`config.mk`:
```
export PLATFORM = sky130hd
export DESIGN_NAME = cla16_block_adder
export DESIGN_NICKNAME = d
export VERILOG_FILES = /design/src/rtl/cla_pkg.sv /design/src/rtl/cla_bit_fa.sv /design/src/rtl/cla_lookahead_unit.sv /design/src/rtl/cla_group_adder.sv /design/src/rtl/cla16_block_adder.sv
export SDC_FILE = /design/constraint.sdc
export NUM_CORES = 1
export LEC_CHECK = 0
export ABC_CLOCK_PERIOD_IN_PS = 4150
export BUFFER_PORTS_ARGS = -buffer_cell sky130_fd_sc_hd__buf_2
export CORE_UTILIZATION = 42
export DETAILED_ROUTE_END_ITERATION = 16
export GPL_ROUTABILITY_DRIVEN = 0
export PLACE_DENSITY_LB_ADDON = 0.15
export SLEW_MARGIN = 20
export SYNTH_ARGS = -nofsm -noshare
export SYNTH_HDL_FRONTEND = slang
export SYNTH_HIERARCHICAL = 1
export SYNTH_SLANG_ARGS = --single-unit
```
`constraint.sdc`:
```
create_clock -name vclk -period 4.15
set_input_delay 0.83 -clock vclk [all_inputs]
set_output_delay 0.83 -clock vclk [all_outputs]
set_load 0.05 [all_outputs]
```
`src/rtl/cla_pkg.sv`:
```
// Package: shared sizing for the block carry-lookahead adder.
// Assumes two lookahead levels of equal fan-in.
package cla_pkg;
    localparam int unsigned CLA_GROUP_W  = 4;
    localparam int unsigned CLA_N_GROUPS = 4;
    localparam int unsigned CLA_WIDTH    = CLA_GROUP_W * CLA_N_GROUPS;
endpackage

```
`src/rtl/cla_bit_fa.sv`:
```
// Module: cla_bit_fa
// A one-bit full adder with no carry output. It emits the sum, the bit generate and
// the bit propagate. The carry-in always comes from lookahead logic.
// PROP_XOR selects the propagate form: 1 gives XOR, 0 gives OR.
module cla_bit_fa #(
    parameter bit PROP_XOR = 1'b1
) (
    input  logic a_bit,
    input  logic b_bit,
    input  logic c_bit,
    output logic s_bit,
    output logic g_bit,
    output logic p_bit
);
    // Sum and generate do not depend on the propagate form.
    always_comb begin
        s_bit = a_bit ^ b_bit ^ c_bit;
        g_bit = a_bit & b_bit;
    end

    generate
        if (PROP_XOR) begin : g_prop_xor
            // Propagate as XOR; it holds only when exactly one operand bit is set.
            always_comb p_bit = a_bit ^ b_bit;
        end else begin : g_prop_or
            // Propagate as OR; it also holds when both operand bits are set.
            always_comb p_bit = a_bit | b_bit;
        end
    endgenerate
endmodule

```
`src/rtl/cla_lookahead_unit.sv`:
```
// Module: cla_lookahead_unit
// Flat lookahead carry unit for W positions. Each carry c[i+1] is a single
// sum of products over g[0..i], p[0..i] and c_in; no carry feeds another carry.
// The unit also returns the group propagate (AND of all p) and the group
// generate (the top carry with c_in taken as 0). The same unit serves both levels.
module cla_lookahead_unit #(
    parameter int unsigned W = 4
) (
    input  logic [W-1:0] g_in,
    input  logic [W-1:0] p_in,
    input  logic         c_in,
    output logic [W:1]   c_out,
    output logic         grp_p,
    output logic         grp_g
);
    // Expanded sum of products for every carry position.
    always_comb begin
        for (int i = 0; i < W; i++) begin
            logic acc;
            logic all_p;
            all_p = 1'b1;
            for (int k = 0; k <= i; k++) all_p = all_p & p_in[k];
            acc = all_p & c_in;
            for (int j = 0; j <= i; j++) begin
                logic term;
                term = g_in[j];
                for (int k = j + 1; k <= i; k++) term = term & p_in[k];
                acc = acc | term;
            end
            c_out[i+1] = acc;
        end
    end

    // Group propagate and generate, for the next lookahead level.
    always_comb begin
        logic gacc;
        grp_p = &p_in;
        gacc  = 1'b0;
        for (int j = 0; j < W; j++) begin
            logic term;
            term = g_in[j];
            for (int k = j + 1; k < W; k++) term = term & p_in[k];
            gacc = gacc | term;
        end
        grp_g = gacc;
    end
endmodule

```
`src/rtl/cla_group_adder.sv`:
```
// Module: cla_group_adder
// A W-bit lookahead adder group made of W one-bit adders and one lookahead unit.
// It exports the group propagate and generate for the second level, and its own
// top carry (grp_cout) so a checker can compare it with the second level.
module cla_group_adder #(
    parameter int unsigned W        = 4,
    parameter bit          PROP_XOR = 1'b1
) (
    input  logic [W-1:0] a_grp,
    input  logic [W-1:0] b_grp,
    input  logic         c_grp,
    output logic [W-1:0] s_grp,
    output logic         p_grp,
    output logic         g_grp,
    output logic         grp_cout
);
    logic [W-1:0] bit_g;
    logic [W-1:0] bit_p;
    logic [W:1]   la_c;
    logic [W-1:0] bit_c;

    // Bit 0 takes the group carry-in; the other bits take lookahead carries.
    always_comb begin
        bit_c[0] = c_grp;
        for (int i = 1; i < W; i++) bit_c[i] = la_c[i];
        grp_cout = la_c[W];
    end

    genvar gi;
    generate
        for (gi = 0; gi < W; gi++) begin : g_bit
            cla_bit_fa #(.PROP_XOR(PROP_XOR)) u_fa (
                .a_bit (a_grp[gi]),
                .b_bit (b_grp[gi]),
                .c_bit (bit_c[gi]),
                .s_bit (s_grp[gi]),
                .g_bit (bit_g[gi]),
                .p_bit (bit_p[gi])
            );
        end
    endgenerate

    cla_lookahead_unit #(.W(W)) u_la (
        .g_in  (bit_g),
        .p_in  (bit_p),
        .c_in  (c_grp),
        .c_out (la_c),
        .grp_p (p_grp),
        .grp_g (g_grp)
    );
endmodule

```
`src/rtl/cla16_block_adder.sv`:
```
// Module: cla16_block_adder
// A 16-bit two-level block carry-lookahead adder built from N_GROUPS lookahead
// groups. A second-level lookahead unit, the same module as inside each group,
// forms every group carry-in and the final carry. The block is purely
// combinational, so it has no clock and no reset.
module cla16_block_adder #(
    parameter int unsigned GROUP_W  = cla_pkg::CLA_GROUP_W,
    parameter int unsigned N_GROUPS = cla_pkg::CLA_N_GROUPS,
    parameter bit          PROP_XOR = 1'b1
) (
    input  logic [GROUP_W*N_GROUPS-1:0] opnd_a,
    input  logic [GROUP_W*N_GROUPS-1:0] opnd_b,
    input  logic                        carry_in,
    output logic [GROUP_W*N_GROUPS-1:0] sum_o,
    output logic                        carry_out,
    output logic                        word_prop,
    output logic                        word_gen
);
    localparam int unsigned WIDTH = GROUP_W * N_GROUPS;

    logic [N_GROUPS-1:0] grp_p_v;
    logic [N_GROUPS-1:0] grp_g_v;
    logic [N_GROUPS-1:0] grp_local_c;
    logic [N_GROUPS:1]   lvl2_c;
    logic [N_GROUPS:0]   grp_cin;

    // Group 0 takes the external carry; the other groups take second-level carries.
    always_comb begin
        grp_cin[0] = carry_in;
        for (int i = 1; i <= N_GROUPS; i++) grp_cin[i] = lvl2_c[i];
        carry_out = lvl2_c[N_GROUPS];
    end

    genvar gk;
    generate
        for (gk = 0; gk < N_GROUPS; gk++) begin : g_grp
            cla_group_adder #(.W(GROUP_W), .PROP_XOR(PROP_XOR)) u_grp (
                .a_grp    (opnd_a[gk*GROUP_W +: GROUP_W]),
                .b_grp    (opnd_b[gk*GROUP_W +: GROUP_W]),
                .c_grp    (grp_cin[gk]),
                .s_grp    (sum_o[gk*GROUP_W +: GROUP_W]),
                .p_grp    (grp_p_v[gk]),
                .g_grp    (grp_g_v[gk]),
                .grp_cout (grp_local_c[gk])
            );
        end
    endgenerate

    cla_lookahead_unit #(.W(N_GROUPS)) u_lvl2 (
        .g_in  (grp_g_v),
        .p_in  (grp_p_v),
        .c_in  (carry_in),
        .c_out (lvl2_c),
        .grp_p (word_prop),
        .grp_g (word_gen)
    );
endmodule

```
After elaboration in Yosys (flattened, before gate mapping)
Index checks and enable logic that the tools add are counted.
{"block": "word_totals", "register_bits": 0, "inputBits": 33, "wordCells": 159}
{"block": "classes", "n_bitwise": 154, "n_reduce_logical": 5}
{"operator": "bitwise AND 1 bit", "n": 73}
{"operator": "OR 1 bit", "n": 49}
{"operator": "bitwise XOR 1 bit", "n": 32}
{"operator": "AND reduction 16 bit", "n": 1}
{"operator": "AND reduction 4 bit", "n": 4}

Depth between registers and ports, before layout
{"block": "depth", "word_depth": 17, "depth_mapped": 12, "mapped_depth_nobuf": 12}

Cells and area by module
The synthesis kept the hierarchy.
{"module": "cla_bit_fa", "n_inst": 16, "cells_each": 2, "area_per_inst_um2": 21.3, "seq_area_each_um2": 0.0}
{"module": "cla_lookahead_unit", "n_inst": 5, "cells_each": 10, "area_per_inst_um2": 60.1, "seq_area_each_um2": 0.0}

Worst setup path after synthesis
OpenSTA, ideal clock, no wires.
{"block": "synth_path", "kind": "input -> output", "from": "input opnd_a[3]", "to": "output sum_o[15]", "t_arrival_ps": 3333, "t_required_ps": 3320, "path_slack_ps": -13, "stages": 12, "path_buffers": 0, "path_cell_list": "ha_1 a21oi_1 o21ai_1 a21o_1 a21oi_2 inv_2 a21o_1 a21o_1 a21oi_2 inv_2 a21o_1 xor2_1"}
{"block": "synth_between", "elab_chain_len": 15}
{"element": "start, declared", "line": "cla16_block_adder.sv:11", "text": "input logic [GROUP_W*N_GROUPS-1:0] opnd_a,"}
{"element": "bitwise XOR 1 bit", "line": "cla_bit_fa.sv:24", "text": "always_comb p_bit = a_bit ^ b_bit;"}
{"element": "bitwise AND 1 bit", "line": "cla_lookahead_unit.sv:42", "text": "for (int k = j + 1; k < W; k++) term = term & p_in[k];"}
{"element": "OR 1 bit (2 in a row)", "line": "cla_lookahead_unit.sv:43", "text": "gacc = gacc | term;"}
{"element": "OR 1 bit *", "line": "cla_lookahead_unit.sv:43"}
{"element": "named net grp_g_v[0]", "line": "cla16_block_adder.sv:22", "text": "logic [N_GROUPS-1:0] grp_g_v;"}
{"element": "bitwise AND 1 bit * (2 in a row)", "line": "cla_lookahead_unit.sv:27", "text": "for (int k = j + 1; k <= i; k++) term = term & p_in[k];"}
{"element": "OR 1 bit * (3 in a row)", "line": "cla_lookahead_unit.sv:28", "text": "acc = acc | term;"}
{"element": "named net lvl2_c (one bit)", "line": "cla16_block_adder.sv:24", "text": "logic [N_GROUPS:1] lvl2_c;"}
{"element": "bitwise AND 1 bit *", "line": "cla_lookahead_unit.sv:23", "text": "acc = all_p & c_in;"}
{"element": "OR 1 bit * (3 in a row)", "line": "cla_lookahead_unit.sv:28"}
{"element": "named net g_grp[3].u_grp.la_c (one bit)", "line": "cla_group_adder.sv:19", "text": "logic [W:1] la_c;"}
{"element": "bitwise XOR 1 bit *", "line": "cla_bit_fa.sv:17", "text": "s_bit = a_bit ^ b_bit ^ c_bit;"}
{"element": "end, declared", "line": "cla16_block_adder.sv:14", "text": "output logic [GROUP_W*N_GROUPS-1:0] sum_o,"}
The timed path passes the listed nets; every way through them passes the cells marked *.

Final worst setup path
{"block": "layout_path", "from": "input opnd_a[1]", "to": "output sum_o[15]"}
{"block": "layout_between", "elab_chain_len": 17}
{"element": "bitwise XOR 1 bit", "line": "cla_bit_fa.sv:24"}
{"element": "named net g_grp[0].u_grp.bit_p[1]", "line": "cla_group_adder.sv:18", "text": "logic [W-1:0] bit_p;"}
{"element": "bitwise AND 1 bit (3 in a row)", "line": "cla_lookahead_unit.sv:42"}
{"element": "OR 1 bit (3 in a row)", "line": "cla_lookahead_unit.sv:43"}
{"element": "named net grp_g_v[0]", "line": "cla16_block_adder.sv:22"}
{"element": "bitwise AND 1 bit (2 in a row)", "line": "cla_lookahead_unit.sv:27"}
{"element": "OR 1 bit (3 in a row)", "line": "cla_lookahead_unit.sv:28"}
{"element": "named net lvl2_c (one bit)", "line": "cla16_block_adder.sv:24"}
{"element": "bitwise AND 1 bit", "line": "cla_lookahead_unit.sv:23"}
{"element": "OR 1 bit (3 in a row)", "line": "cla_lookahead_unit.sv:28"}
{"element": "named net g_grp[3].u_grp.la_c (one bit)", "line": "cla_group_adder.sv:19"}
{"element": "bitwise XOR 1 bit", "line": "cla_bit_fa.sv:17"}
The timed path passes the listed nets, and every way through them passes these cells.

==> run metrics <==
pre-CTS WS between 150 and 200 ps; pwr dens 308.8 nW/um^2; YS warnings 6; number of global-route vias before repair 539; fin worst setup slack ~170 ps; final hold viol count 0; WL per Instance 9.531 microns; Worst slew margin a little over four fifths; Die Y 40.44 microns; initial antenna violation count 0; # rows 13; fin. max-slew vios 0; Hold Crit Depth 3; status completed; max-cap viol count 0; fin nets roughly 180; Final Hold Slack roughly 2000 ps; FF/Latch Area 0 sq um; All-Layer GR Usage 15.99%; Post-CTS Setup Bufs 0; share of cells above drive strength 1 between 40% and 50%; # DRC 0; vias about 730; startpoint type of the worst setup path primary input; final WL about 1400 microns; cells after synthesis between 70 and 80; Worst-Margin Slew 251.1 ps; CP max FO 4; Critical Path AT 3150 ps; clkbuf count 0; dpl cell area ~900 sq um; crit path capture type output port; Tot Pwr 0.2786 mW; commonest non-fill, non-tap cell in the layout buf_2; number of diodes 0; Port Buf Inserts 52; commonest non-fill, non-tap cells in the layout buf_2 (51), xor2_1 (16), ha_1 (16), a21o_1 (10), a21oi_1 (10); initial DRC count 3; Pint 0.07894 mW; Peak VDD IR a little under 200 uV; num ports 52; die area 1635 sq um; post-layout minimum cycle time 3984 ps; GR Overflow Total 0; Seq pwr share 0%; Die W 40.44 microns; area of the core 1334 sq um; Post-DP HPWL about 1200 microns; Logic pwr share 100.0%; Clk pwr share 0%; synthesized net count ~130; via/cell ratio around 5.0; Setup CP Type primary input to output port; Final Cell Area roughly 900 sq um; initial cell density of the core 46.53%; DR pass1 iterations 3; fin crit share 96.01%; HP Class primary input to output port; mean area per synthesized cell 7.956 sq um; synthesized cell area 620.6 sq um; switching share of total power about 72%; WP data required about 3300 ps; count of final setup violators 0; largest net degree at the start of global routing 5; P_sw 0.1997 mW; FF+latch count 0; Area Growth Syn to Fin 45.36%; leak pwr 0.5616 nW; fmax 251.0 MHz; antenna viol nets, final 0; first-pass GRT wire length 1918 microns
-- repair_timing --
action	4_1_cts	5_1_grt
hold buffers	0	0
gates resized for setup	0	1
setup endpoints to repair	0	1
-- metal layers --
layer  wire [microns]  track usage (%)  vias to the layer above
met5                0                0                        -
met4                0                0                        0
met3               92                0                        0
met2              665            30.95                       29
met1              623            20.51                      309
li1                 -                -                      394
-- per-stage QoR --
stage	util [%]	TNS, ps	instances
6_report	67.64	0	145
5_1_grt	67.64	-2.981	145
4_1_cts	67.45	0	145
3_5_place_dp	67.45	0	145
3_3_place_gp	67.45	0	145
2_1_floorplan	-	0	78
-- area by class of cell --
cell class / count / area [sq um]
Multi-Input combinational cell: 73 / 601.8
Fill cell: 124 / 431.7
Timing Repair Buffer: 52 / 262.8
Inverter: 5 / 18.77
Tap cell: 15 / 18.77
-- path summary, 6_finish.rpt --
path                  start        end
setup / recovery  opnd_a[1]  sum_o[15]
hold / removal     carry_in   sum_o[0]
-- critical path, stage by stage --
cell	delay, ps
buf_2	100
ha_1	340
a21oi_1	170
o21ai_1	100
a21o_1	200
a21oi_2	180
inv_2	60
a21o_1	200
a21o_1	190
a21oi_2	140
inv_2	50
a21o_1	180
xor2_1	150
clkbuf_4	260
-- power groups by stage --
stage / Clock (mW) / Combinational, mW / Sequential, mW
after floorplan: 0 / 0.217 / 0
after global placement: 0 / 0.275 / 0
after detailed placement: 0 / 0.278 / 0
after CTS: 0 / 0.279 / 0
after global routing: 0 / 0.299 / 0
final: 0 / 0.279 / 0
(Power assumes the default switching activity.)
